==> src/rtl/io_intr_pkg.sv <==
package io_intr_pkg;

    localparam int OP_INP = 11;
    localparam int OP_OUT = 10;
    localparam int OP_SKI = 9;
    localparam int OP_SKO = 8;
    localparam int OP_ION = 7;
    localparam int OP_IOF = 6;

    typedef struct packed {
        logic inp;
        logic outp;
        logic ski;
        logic sko;
        logic ion;
        logic iof;
    } io_ops_t;

endpackage

==> src/rtl/io_decode.sv <==
module io_decode
    import io_intr_pkg::*;
#(
    parameter int IR_W = 16
) (
    input  logic [IR_W-1:0] ir,
    input  logic            d7,
    input  logic            t3,
    output logic            io_exec,
    output io_ops_t         ops
);
    localparam int IND_BIT = IR_W - 1;

    logic unused_ir_bits;
    assign unused_ir_bits = ^{ir[IND_BIT-1:OP_INP+1], ir[OP_IOF-1:0]};

    always_comb begin
        io_exec  = d7 & ir[IND_BIT] & t3;
        ops.inp  = io_exec & ir[OP_INP];
        ops.outp = io_exec & ir[OP_OUT];
        ops.ski  = io_exec & ir[OP_SKI];
        ops.sko  = io_exec & ir[OP_SKO];
        ops.ion  = io_exec & ir[OP_ION];
        ops.iof  = io_exec & ir[OP_IOF];
    end
endmodule

==> src/rtl/io_flag_unit.sv <==
module io_flag_unit
    import io_intr_pkg::*;
#(
    parameter int CHAR_W = 8
) (
    input  logic              clk,
    input  logic              rst_n,
    input  logic              in_valid,
    input  logic [CHAR_W-1:0] in_char,
    input  logic              out_done,
    input  logic [CHAR_W-1:0] ac_low,
    input  io_ops_t           ops,
    output logic [CHAR_W-1:0] inpr,
    output logic [CHAR_W-1:0] outr,
    output logic              fgi,
    output logic              fgo,
    output logic              start
);
    typedef struct packed {
        logic [CHAR_W-1:0] inpr;
        logic [CHAR_W-1:0] outr;
        logic              fgi;
        logic              fgo;
        logic              start;
    } flag_st_t;

    flag_st_t st_d, st_q;

    always_comb begin
        st_d       = st_q;
        st_d.start = 1'b0;
        if (ops.inp) st_d.fgi = 1'b0;
        if (ops.outp) begin
            st_d.outr  = ac_low;
            st_d.fgo   = 1'b0;
            st_d.start = 1'b1;
        end
        // device events win over an instruction clear in the same cycle
        if (in_valid) begin
            st_d.inpr = in_char;
            st_d.fgi  = 1'b1;
        end
        if (out_done) st_d.fgo = 1'b1;
    end

    always_ff @(posedge clk) begin
        if (!rst_n) st_q <= '0;
        else        st_q <= st_d;
    end

    assign inpr  = st_q.inpr;
    assign outr  = st_q.outr;
    assign fgi   = st_q.fgi;
    assign fgo   = st_q.fgo;
    assign start = st_q.start;
endmodule

==> src/rtl/intr_seq.sv <==
module intr_seq
    import io_intr_pkg::*;
#(
    parameter int NT     = 8,
    parameter int ADDR_W = 12
) (
    input  logic              clk,
    input  logic              rst_n,
    input  logic [NT-1:0]     t_step,
    input  io_ops_t           ops,
    input  logic              fgi,
    input  logic              fgo,
    input  logic [ADDR_W-1:0] pc_in,
    output logic              ien,
    output logic              r,
    output logic              mem_we,
    output logic [ADDR_W-1:0] ar,
    output logic [ADDR_W-1:0] tr,
    output logic              pc_clr,
    output logic              pc_inc,
    output logic              sc_clr
);
    typedef struct packed {
        logic              ien;
        logic              r;
        logic [ADDR_W-1:0] ar;
        logic [ADDR_W-1:0] tr;
    } seq_st_t;

    seq_st_t st_d, st_q;
    logic    fetch_win;
    logic    unused_steps;

    assign unused_steps = ^t_step[NT-1:3];

    always_comb begin
        fetch_win = t_step[0] | t_step[1] | t_step[2];
        st_d      = st_q;
        mem_we    = 1'b0;
        pc_clr    = 1'b0;
        pc_inc    = 1'b0;
        sc_clr    = 1'b0;

        if (ops.ion) st_d.ien = 1'b1;
        if (ops.iof) st_d.ien = 1'b0;

        if (!fetch_win && st_q.ien && (fgi || fgo)) st_d.r = 1'b1;

        if (st_q.r) begin
            if (t_step[0]) begin
                st_d.ar = '0;
                st_d.tr = pc_in;
            end
            if (t_step[1]) begin
                mem_we = 1'b1;
                pc_clr = 1'b1;
            end
            if (t_step[2]) begin
                pc_inc   = 1'b1;
                sc_clr   = 1'b1;
                st_d.ien = 1'b0;
                st_d.r   = 1'b0;
            end
        end
    end

    always_ff @(posedge clk) begin
        if (!rst_n) st_q <= '0;
        else        st_q <= st_d;
    end

    assign ien = st_q.ien;
    assign r   = st_q.r;
    assign ar  = st_q.ar;
    assign tr  = st_q.tr;
endmodule

==> src/rtl/io_intr_ctrl.sv <==
module io_intr_ctrl
    import io_intr_pkg::*;
#(
    parameter int NT     = 8,
    parameter int IR_W   = 16,
    parameter int CHAR_W = 8,
    parameter int ADDR_W = 12,
    parameter int DATA_W = 16
) (
    input  logic              clk,
    input  logic              rst_n,
    input  logic [NT-1:0]     t_step,
    input  logic              d7,
    input  logic [IR_W-1:0]   ir,
    input  logic [CHAR_W-1:0] ac_low,
    input  logic [ADDR_W-1:0] pc_in,
    input  logic              in_valid,
    input  logic [CHAR_W-1:0] in_char,
    input  logic              out_done,
    output logic              ac_load,
    output logic [CHAR_W-1:0] ac_char,
    output logic              pc_inc,
    output logic              pc_clr,
    output logic              sc_clr,
    output logic              mem_we,
    output logic [ADDR_W-1:0] mem_addr,
    output logic [DATA_W-1:0] mem_wdata,
    output logic              out_start,
    output logic [CHAR_W-1:0] out_char,
    output logic              in_flag,
    output logic              out_flag,
    output logic              intr_en,
    output logic              irq_cycle
);
    localparam int PAD_W = DATA_W - ADDR_W;

    io_ops_t           ops;
    logic              io_exec;
    logic              seq_inc, seq_sc;
    logic [ADDR_W-1:0] tr;

    io_decode #(.IR_W(IR_W)) u_dec (
        .ir      (ir),
        .d7      (d7),
        .t3      (t_step[3]),
        .io_exec (io_exec),
        .ops     (ops)
    );

    io_flag_unit #(.CHAR_W(CHAR_W)) u_flags (
        .clk      (clk),
        .rst_n    (rst_n),
        .in_valid (in_valid),
        .in_char  (in_char),
        .out_done (out_done),
        .ac_low   (ac_low),
        .ops      (ops),
        .inpr     (ac_char),
        .outr     (out_char),
        .fgi      (in_flag),
        .fgo      (out_flag),
        .start    (out_start)
    );

    intr_seq #(.NT(NT), .ADDR_W(ADDR_W)) u_seq (
        .clk    (clk),
        .rst_n  (rst_n),
        .t_step (t_step),
        .ops    (ops),
        .fgi    (in_flag),
        .fgo    (out_flag),
        .pc_in  (pc_in),
        .ien    (intr_en),
        .r      (irq_cycle),
        .mem_we (mem_we),
        .ar     (mem_addr),
        .tr     (tr),
        .pc_clr (pc_clr),
        .pc_inc (seq_inc),
        .sc_clr (seq_sc)
    );

    always_comb begin
        ac_load   = ops.inp;
        pc_inc    = seq_inc | (ops.ski & in_flag) | (ops.sko & out_flag);
        sc_clr    = seq_sc | io_exec;
        mem_wdata = {{PAD_W{1'b0}}, tr};
    end
endmodule

==> config.mk <==
export PLATFORM = sky130hd
export DESIGN_NAME = io_intr_ctrl
export DESIGN_NICKNAME = d
export VERILOG_FILES = /design/src/rtl/io_intr_pkg.sv /design/src/rtl/io_decode.sv /design/src/rtl/io_flag_unit.sv /design/src/rtl/intr_seq.sv /design/src/rtl/io_intr_ctrl.sv
export SDC_FILE = /design/constraint.sdc
export NUM_CORES = 1
export LEC_CHECK = 0
export BUFFER_PORTS_ARGS = -buffer_cell sky130_fd_sc_hd__buf_2
export CORE_MARGIN = 1
export CORE_UTILIZATION = 36
export CTS_CLUSTER_DIAMETER = 150
export DETAILED_ROUTE_END_ITERATION = 8
export GPL_TIMING_DRIVEN = 0
export PLACE_DENSITY = 0.72
export SYNTH_ARGS = -nofsm -noshare
export SYNTH_HDL_FRONTEND = slang
export SYNTH_SLANG_ARGS = --single-unit
==> constraint.sdc <==
create_clock -name clk -period 1.2 [get_ports clk]
set_input_delay 0.12 -clock clk [delete_from_list [all_inputs] [get_ports clk]]
set_output_delay 0.12 -clock clk [all_outputs]
set_load 0.05 [all_outputs]
==> impl_metrics.ini, run 1 <==
[floorplanning]
start_util_pct = 38.1
die-area_sq_um = 4560
core.rowCount = 23
io_pins = 111
dieHeight_um = 67.5
die_w_um = 67.5
coreArea_sq_um = 4060

[final_layout]
postLayoutCoreUtil_pct = 54.2
diodes = 0
fillers = 396
layout-drive-gt1-share_pct = 49.4
syn_to_final_growth_pct = 42.4
final_area_sq_um = 2200
nets = 319

[logic_synthesis]
yosysMostFrequentCell = dfxtp_1
synth.distinct_cells = 28
yosysWarnings = 0
netlist.area_leader.share_pct = 42.8
synth_ff_type = dfxtp_1
synth_cells = 160
synth_edf_count = 0
synth_area_per_cell_sq_um = 9.66
syn_area_sq_um = 1550
async_reset_ff_share_pct = 0
netlist_top_cells_count = dfxtp_1, nand2_1, buf_4, mux2i_1, o21a_1
ys_seq_area_share_pct = 42.8
ys_seq_elements = 33
yosysTopAreaCell = dfxtp_1
synth_area_leaders = dfxtp_1, mux2i_1, buf_4

[timing]
setup_tns_ns = 0
hold_viol_final = 0
timing.fmax_mhz = 860
whs_ns = 0.0431
rsz0062_at_grt = no
layout_min_cycle_time_ns = 1.16
slew_viol_final = 0
finalCritPeriodShare_pct = 96.9
skew_ns = 0.00434
finalSetupViolations = 0

[cts]
cts_sinks = 33
htree_num_levels = 2
cts_buffers = 5
insertion_delay_ns = 0.28
cts_tree = done
clockRootBuffer = clkbuf_8
clk_path_buf_depth = 2
path_clk_slew_ns = 0.06

[detailed_routing]
drtIter0Drc = 49
first_pass_iters = 4
num_vias = 1379
detail-route-antenna-nets = 0
wire_per_inst_um = 10.9
drc = 0
via_per_inst = 4.41
wl_mm = 3.40

[grt]
grt_pass1_vias = 1112
gr-total-overflow = 0
grt_pass1_wl_mm = 5.02
grt_max_degree = 11
antenna_found_initial = 0
grt_util_all_layers_pct = 15.5

[hold_path]
hold_path.class = in -> reg
min-delay-start = out_done
min_path_cells = 3
hold_end = u_flags.fgo

[power_and_ir_drop]
power.total_mw = 2.43
p_leak_nw = 1.20
pwr_density_cell_nw_per_um2 = 1100
ir_drop_mv = 0.609

[worst_setup_path]
cp-end-kind = output port
reg2reg_depth = 3
reg2reg_from = u_seq.r
critical_path_class = reg -> out
startpoint_type = register
reg2reg_slack_ns = 0.10
cp.required_ns = 1.08
cp_max_fo = 4
r2r_end = u_seq.r
worstPathArrival_ns = 1.04

[placed_design]
io_buffers = 79
placed_cell_area_sq_um = 2080
place_congestion = 0.771
hpwl_mm = 2.55

[job]
maxCapViolCount = 0

[status]
outcome = finished, final reports clean
-- cells in the final DEF, fill, tap and decap left out, types with 3 or more instances in the layout --
master / count
dfxtp_1: 30
nor2b_1: 8
mux2i_1: 16
o21a_1: 13
a21boi_0: 8
a21boi_1: 4
and3_2: 7
nand2_1: 18
buf_4: 20
conb_1: 16
inv_1: 3
and3_1: 5
buf_2: 81
clkbuf_8: 5
buf_6: 5
-- registers in the layout, indices dropped and copies added (netlist names) --
register / cells
u_seq.r: 1
u_flags.inpr: 8
u_flags.start: 1
u_flags.fgi: 1
u_seq.tr: 12
u_flags.outr: 8
u_flags.fgo: 1
u_seq.ien: 1
-- cell type report --
class	instances	area [sq um]	area share, %
multi-input combinational	111	743	33.8
sequential	33	667	30.3
timing repair buffer	82	440	20.0
buffer	26	194	8.81
clock buffer	6	72.6	3.30
tap	50	62.6	2.84
inverter	3	11.3	0.512
clock inverter	2	10.0	0.455
-- how the worst max path moves through the flow --
stage,startpoint,end,slack (ns),depth (start not counted)
floorplan,u_seq.r,pc_clr,0.03,3
global placement,u_seq.r,sc_clr,0.03,4
detailed placement,u_seq.r,sc_clr,0.04,4
CTS,u_seq.r,pc_clr,0.01,3
global route,u_flags.fgi,pc_inc,0.001,3
finish,u_flags.fgi,pc_inc,0.04,3
-- timing repair --
action | in CTS | in global routing
endpoints found under the setup margin | 4 | 1
hold buffers | 0 | 0
buffers inserted | 3 | 0
pin swaps | 0 | 1
resized for setup | 9 | 1
-- power by group --
part	internal (mW)	switching, mW	total (mW)
clock network	0.401	0.390	0.791
registers	1.12	0.0181	1.14
logic	0.166	0.331	0.497
total	1.69	0.739	2.43
-- cells by family (layout without fill, tap and decap cells) --
group	count (synthesis)	in the layout	synth area share, %
flip-flops	33	33	42.8
AND/OR/NAND/NOR	47	47	16.4
buffers and inverters	31	119	14.3
multiplexers	16	16	10.4
AO/OA/AOI/OAI	32	32	16.0
other	1	16	0.243
-- stage by stage --
stage,cells,worst slack [ns]
2_1_floorplan,175,0.0292
3_3_place_gp,304,0.0342
3_5_place_dp,304,0.0356
4_1_cts,314,0.0149
5_1_grt,313,0.00112
6_report,313,0.0372
-- per-layer routing --
metal | track usage [%] | wire, um | share of wire, %
met1 | 17.4 | 1440 | 42
met3 | 4.22 | 231 | 6.8
met2 | 25.5 | 1650 | 49
met5 | 0 | 0 | 0
met4 | 10.4 | 84 | 2.5
-- worst max-delay path, stage by stage (launching register included) --
cell,delay [ns]
dfxtp_2,0.34
a22oi_2,0.20
o21ai_4,0.06
buf_6,0.15
Note: power is estimated with default switching activity, not from simulation.
==> run 2: changes to the inputs <==
- ABC_AREA: unset -> 1
- PLACE_DENSITY: 0.72 -> 0.74
==> run 2 against run 1 <==
Net effect:
- the flow now finishes with violations (setup timing)
- first-iteration DRC count decreased by 24%
- critical path depth rose by 2
- synthesized area down 9.1%
- clock power down 3.9%
- total power grew 0.22%
- via count rose by 4.9%
- combinational power up 5.8%
- sequential share of layout area rose by 1.4 points
- clock skew decreased by 0.0036 ns
==> impl_metrics.ini, run 2 <==
[timing]
timing.fmax_mhz = 810
skew_ns = 0.000738
hold_viol_final = 0
rsz0062_at_grt = yes
fin_ws_ns = -0.0339
finalSetupViolations = 1
finalCritPeriodShare_pct = 103
slew_viol_final = 0
layout_min_cycle_time_ns = 1.23

[worst_setup_path]
cp_max_fo = 4
cp.depth = 5
critical_path_buf_inv_count = 2
cp-end-kind = output port
crit_start = u_seq.r
critical_path_class = reg -> out
startpoint_type = register
reg2reg_depth = 5
cp_top_family = flip-flops
critPathSlowestCell = dfxtp_4
worstPathArrival_ns = 1.11
critPathMaxStageDelay_ns = 0.36
crit_chain = nand2_4, nand3_2, nand2_2, clkinvlp_4, buf_8
reg2reg_from = u_seq.r
cp.required_ns = 1.08

[power_and_ir_drop]
pwr-share-clk_pct = 31.2
seqPwrFrac_pct = 47.2
internal-power_mw = 1.70
power.switching_mw = 0.736
swShare_pct = 30.2
p_leak_nw = 1.16
combPwrFrac_pct = 21.6
ir_drop_mv = 0.798
pwr_density_cell_nw_per_um2 = 1160

[floorplanning]
die-area_sq_um = 4150
core.rowCount = 22
coreArea_sq_um = 3690
dieHeight_um = 64.4
io_pins = 111
die_w_um = 64.4
start_util_pct = 38.1

[hold_path]
hold_path.class = in -> reg
min-delay-start = in_char[4]
min_path_cells = 3

[logic_synthesis]
synth_xor_area_share_pct = 0
netlist.area_leader.share_pct = 47.1
netlist_top_cells_count = nor2_1, dfxtp_1, nand2_1, inv_1, o21ai_0
synth_top_family_by_area = simple AND/OR/NAND/NOR gates
yosysMostFrequentCell = nor2_1
synth-compound-area-share_pct = 8.56
synth_edf_count = 0
synth_area_leaders = dfxtp_1, nor2_1, buf_4
synth_ff_type = dfxtp_1
synth_cells = 197
yosysTopAreaCell = dfxtp_1
yosys.area_share.simple_pct = 27.0
synth.distinct_cells = 16
syn_area_sq_um = 1400
ys_seq_elements = 33
yosysWarnings = 0
synth_area_per_cell_sq_um = 7.13
ys_seq_area_share_pct = 47.1
async_reset_ff_share_pct = 0
synth_mux_area_share_pct = 0
synth_fa_ha_area_share_pct = 0

[final_layout]
layout-drive-gt1-share_pct = 41.3
final_common_cell = buf_2
syn_to_final_growth_pct = 50.0
fin_cells = 353
largest_reg_flops = 12
diodes = 0
final_cell_mix = buf_2, nor2_1, dfxtp_1, nand2_1, buf_4
final_area_sq_um = 2110
nets = 361

[grt]
antenna_found_initial = 0
gr-total-overflow = 0
grt_pass1_vias = 1234
grt_pass1_wl_mm = 5.32
grt_util_all_layers_pct = 16.7
grt_max_degree = 11

[job]
maxCapViolCount = 0

[cts]
cts_buffers = 5
path_clk_slew_ns = 0.06
insertion_delay_ns = 0.27
clockRootBuffer = clkbuf_8
cts_tree = done
clk_path_buf_depth = 2
htree_num_levels = 2
cts_sinks = 33

[detailed_routing]
wire_per_inst_um = 9.59
wl_mm = 3.39
drc = 0
via_per_inst = 4.10
detail-route-antenna-nets = 0
first_pass_iters = 4
num_vias = 1446
drtIter0Drc = 37

[placed_design]
io_buffers = 81
pre_cts_ws_ns = 0.0678
placed_cell_area_sq_um = 1950
hpwl_mm = 2.57
dpl.cell_count = 341
place_congestion = 0.679

[status]
outcome = complete, but fails checks
violations = setup timing
[run 2: cell count changes after synthesis, sizes merged, moves of 6 or more]
cell | before | now
buf | 27 | 21
nor2b | 8 | 0
a21boi | 12 | 0
o21a | 13 | 0
nor2 | 1 | 61
mux2i | 16 | 0
and3 | 12 | 0
inv | 3 | 20
o21ai | 2 | 20
nand2 | 20 | 28
[run 2: per-layer routing]
| layer | vias up | global-route usage [%] | routed length [um] |
|---|---|---|---|
| met1 | 616 | 17.7 | 1440 |
| met3 | 2 | 3.70 | 167 |
| met2 | 46 | 31.2 | 1760 |
| met5 | - | 0 | 0 |
| met4 | 0 | 7.50 | 19 |
| li1 | 782 | - | - |
[run 2: power groups by stage]
stage | combinational, mW | sequential, mW | clock (mW)
floorplan | 0.258 | 1.30 | 0
global placement | 0.513 | 1.17 | 0
detailed placement | 0.517 | 1.17 | 0
CTS | 0.524 | 1.15 | 0.796
global route | 0.565 | 1.15 | 0.850
finish | 0.526 | 1.15 | 0.760
[run 2: worst paths after layout]
| check | to | slack [ns] |
|---|---|---|
| setup / recovery | pc_inc | -0.03 |
| hold / removal | u_flags.inpr[4] | 0.07 |
| setup reg to reg | u_seq.tr[3] | 0.10 |
| hold reg to reg | u_flags.outr[5] | 0.48 |
[run 2: repair_timing]
item | in CTS | in global routing
endpoints found under the setup margin | 3 | 9
hold buffers | 0 | 0
resized for setup | 11 | 10
setup buffers | 3 | 1
cloned | 0 | 1
pin swaps | 2 | 2
endpoints found under the hold margin | 0 | 0
[run 2: kinds of logic after synthesis]
family,Yosys count
simple gates,95
buf+inv,44
flops,33
compound gates,24
other cells,1
[run 2: worst register-to-register path, delay by kind of cell, from the launching register on]
kind            cells  cell delay [ns]
flops               1             0.37
buf+inv             2             0.33
compound gates      1             0.16
simple gates        2             0.15
[run 2: area by class of cell]
type | count | area [sq um]
Buffer | 22 | 160
Clock buffer | 8 | 80.1
Fill cell | 375 | 1580
Inverter | 21 | 90.1
Multi-Input combinational cell | 135 | 587
Sequential cell | 33 | 667
Tap cell | 48 | 60.1
Timing Repair Buffer | 85 | 454
Timing Repair inverter | 1 | 7.51
[run 2: metrics by stage]
stage	util [%]	setup TNS (ns)	power (mW)	hold slack, ns
floorplan	-	0	1.56	0.245
global placement	52.8	0	1.69	0.344
detailed placement	52.8	0	1.69	0.350
CTS	56.5	-0.0521	2.47	0.0619
global route	57.1	-0.140	2.57	0.0662
finish	57.1	-0.0339	2.44	0.0730
==> run 3: changes to the inputs <==
- BUFFER_PORTS_ARGS: -buffer_cell sky130_fd_sc_hd__buf_2 -> -buffer_cell sky130_fd_sc_hd__clkbuf_2
- clock period: 1.2 -> 1.5 ns (I/O delays scaled with it)
==> run 3 against run 2 <==
Net effect:
- the flow now finishes without violations
- sequential power decreased by 20%
- die area did not move
- cell area down 4.9%
- combinational power decreased by 22%
- sequential share of layout area rose by 1.4 points
- critical path type unchanged
==> impl_metrics.ini, run 3 (same netlist as run 2, synthesis figures left out) <==
[grt]
antenna_found_initial = 0
gr-total-overflow = 0
grt_pass1_vias = 1251
grt_max_degree = 11
grt_util_all_layers_pct = 16.2
grt_pass1_wl_mm = 5.13

[final_layout]
syn_to_final_growth_pct = 42.7
largest_reg_flops = 12
layout-drive-gt1-share_pct = 37.5
final_common_cell = clkbuf_2
seq_area_sq_um = 662
diodes = 0
final_cell_mix = clkbuf_2, nor2_1, dfxtp_1, nand2_1
multi_input_area_sq_um = 562
final_area_sq_um = 2000
nets = 357
fillers = 374

[cts]
insertion_delay_ns = 0.27
clockRootBuffer = clkbuf_8
path_clk_slew_ns = 0.06
cts_tree = done
cts_sinks = 33
cts_resized = 0
clk_path_buf_depth = 2
htree_num_levels = 2
cts_buffers = 5
postCtsHoldBufs = 0
post_cts_buffers = 0

[timing]
setup_tns_ns = 0
timing.fmax_mhz = 717
rsz0062_at_grt = no
finalSetupViolations = 0
hold_viol_final = 0
layout_min_cycle_time_ns = 1.40
slew_viol_final = 0
finalCritPeriodShare_pct = 93.0
skew_ns = 0.00321

[worst_setup_path]
crit_start = u_seq.r
worstPathArrival_ns = 1.25
cp-end-kind = output port
cp.required_ns = 1.35
timing.critical_path.mode_cell = nand2_1
cp_max_fo = 5
startpoint_type = register
critPathSlowestCell = dfxtp_2
crit_chain = nand2_1, nand2_2, nand2_1, inv_1, clkbuf_2
critPathMaxStageDelay_ns = 0.36
critical_path_class = reg -> out
reg2reg_from = u_seq.r

[floorplanning]
dieHeight_um = 64.4
core.rowCount = 22
io_pins = 111
die-area_sq_um = 4150
coreArea_sq_um = 3690
start_util_pct = 38.1
die_w_um = 64.4

[detailed_routing]
top_layer = met4
first_pass_iters = 4
drc = 0
via_per_inst = 4.05
drtIter0Drc = 55
num_vias = 1406
wl_met3_um = 198
routed-wl-met2_mm = 1.52
detail-route-antenna-nets = 0
wire_per_inst_um = 9.21
wl_mm = 3.20
wl_met1_mm = 1.44

[job]
maxCapViolCount = 0

[placed_design]
place_congestion = 0.732
placed_cell_area_sq_um = 1930
hpwl_mm = 2.53
io_buffers = 81

[hold_path]
min-delay-start = out_done
hold_path.class = in -> reg

[power_and_ir_drop]
ir_drop_mv = 0.585
p_leak_nw = 1.14
pwr_density_cell_nw_per_um2 = 959
power.total_mw = 1.92

[status]
outcome = finished, final reports clean
-- run 3: cell count changes in the layout (fill, tap and decap cells not counted), sizes merged --
cell,change
clkinv,+1
buf,-83
clkinvlp,-4
clkbuf,+77
inv,+3
-- run 3: final cells by class --
type / instances / share of cell area, %
well taps: 48 / 3.00
clock inverters: 1 / 0.250
multi-input cells: 135 / 28.0
repair buffers: 81 / 20.2
clock buffers: 5 / 3.44
inverters: 21 / 3.94
flip-flops and latches: 33 / 33.0
plain buffers: 23 / 8.06
-- run 3: critical path: cells and delay by family (launching register included) --
kind,cells,cell delay [ns]
flops,1,0.36
simple gates,3,0.28
buf+inv,2,0.33
-- run 3: final timing paths --
kind,depth (start not counted),slack [ns],end
worst min-delay path,3,0.1,u_flags.fgo
worst min register to register,2,0.48,u_seq.tr[10]
worst max register to register,4,0.46,u_seq.tr[9]
worst max-delay path,5,0.10,pc_inc
-- run 3: power breakdown --
part	internal (mW)	leakage, nW	switching [mW]
clock network	0.304	0.0399	0.284
registers	0.905	0.270	0.0160
logic	0.122	0.827	0.290
total	1.33	1.14	0.590
-- run 3: layer usage --
metal	up-vias	GRT usage (%)
met5	-	0
met1	584	19.1
met3	5	5.11
met4	0	6.39
met2	47	27.1
li1	770	-
-- run 3: through the flow --
stage | cells | hold slack [ns] | util [%] | setup slack, ns
final | 347 | 0.0968 | 54.3 | 0.105
after global routing | 347 | 0.0951 | 54.3 | 0.0202
after CTS | 347 | 0.0822 | 54.3 | 0.0849
after detailed placement | 341 | 0.374 | 52.3 | 0.390
after global placement | 341 | 0.372 | 52.3 | 0.362
after floorplan | 212 | 0.282 | - | 0.0331
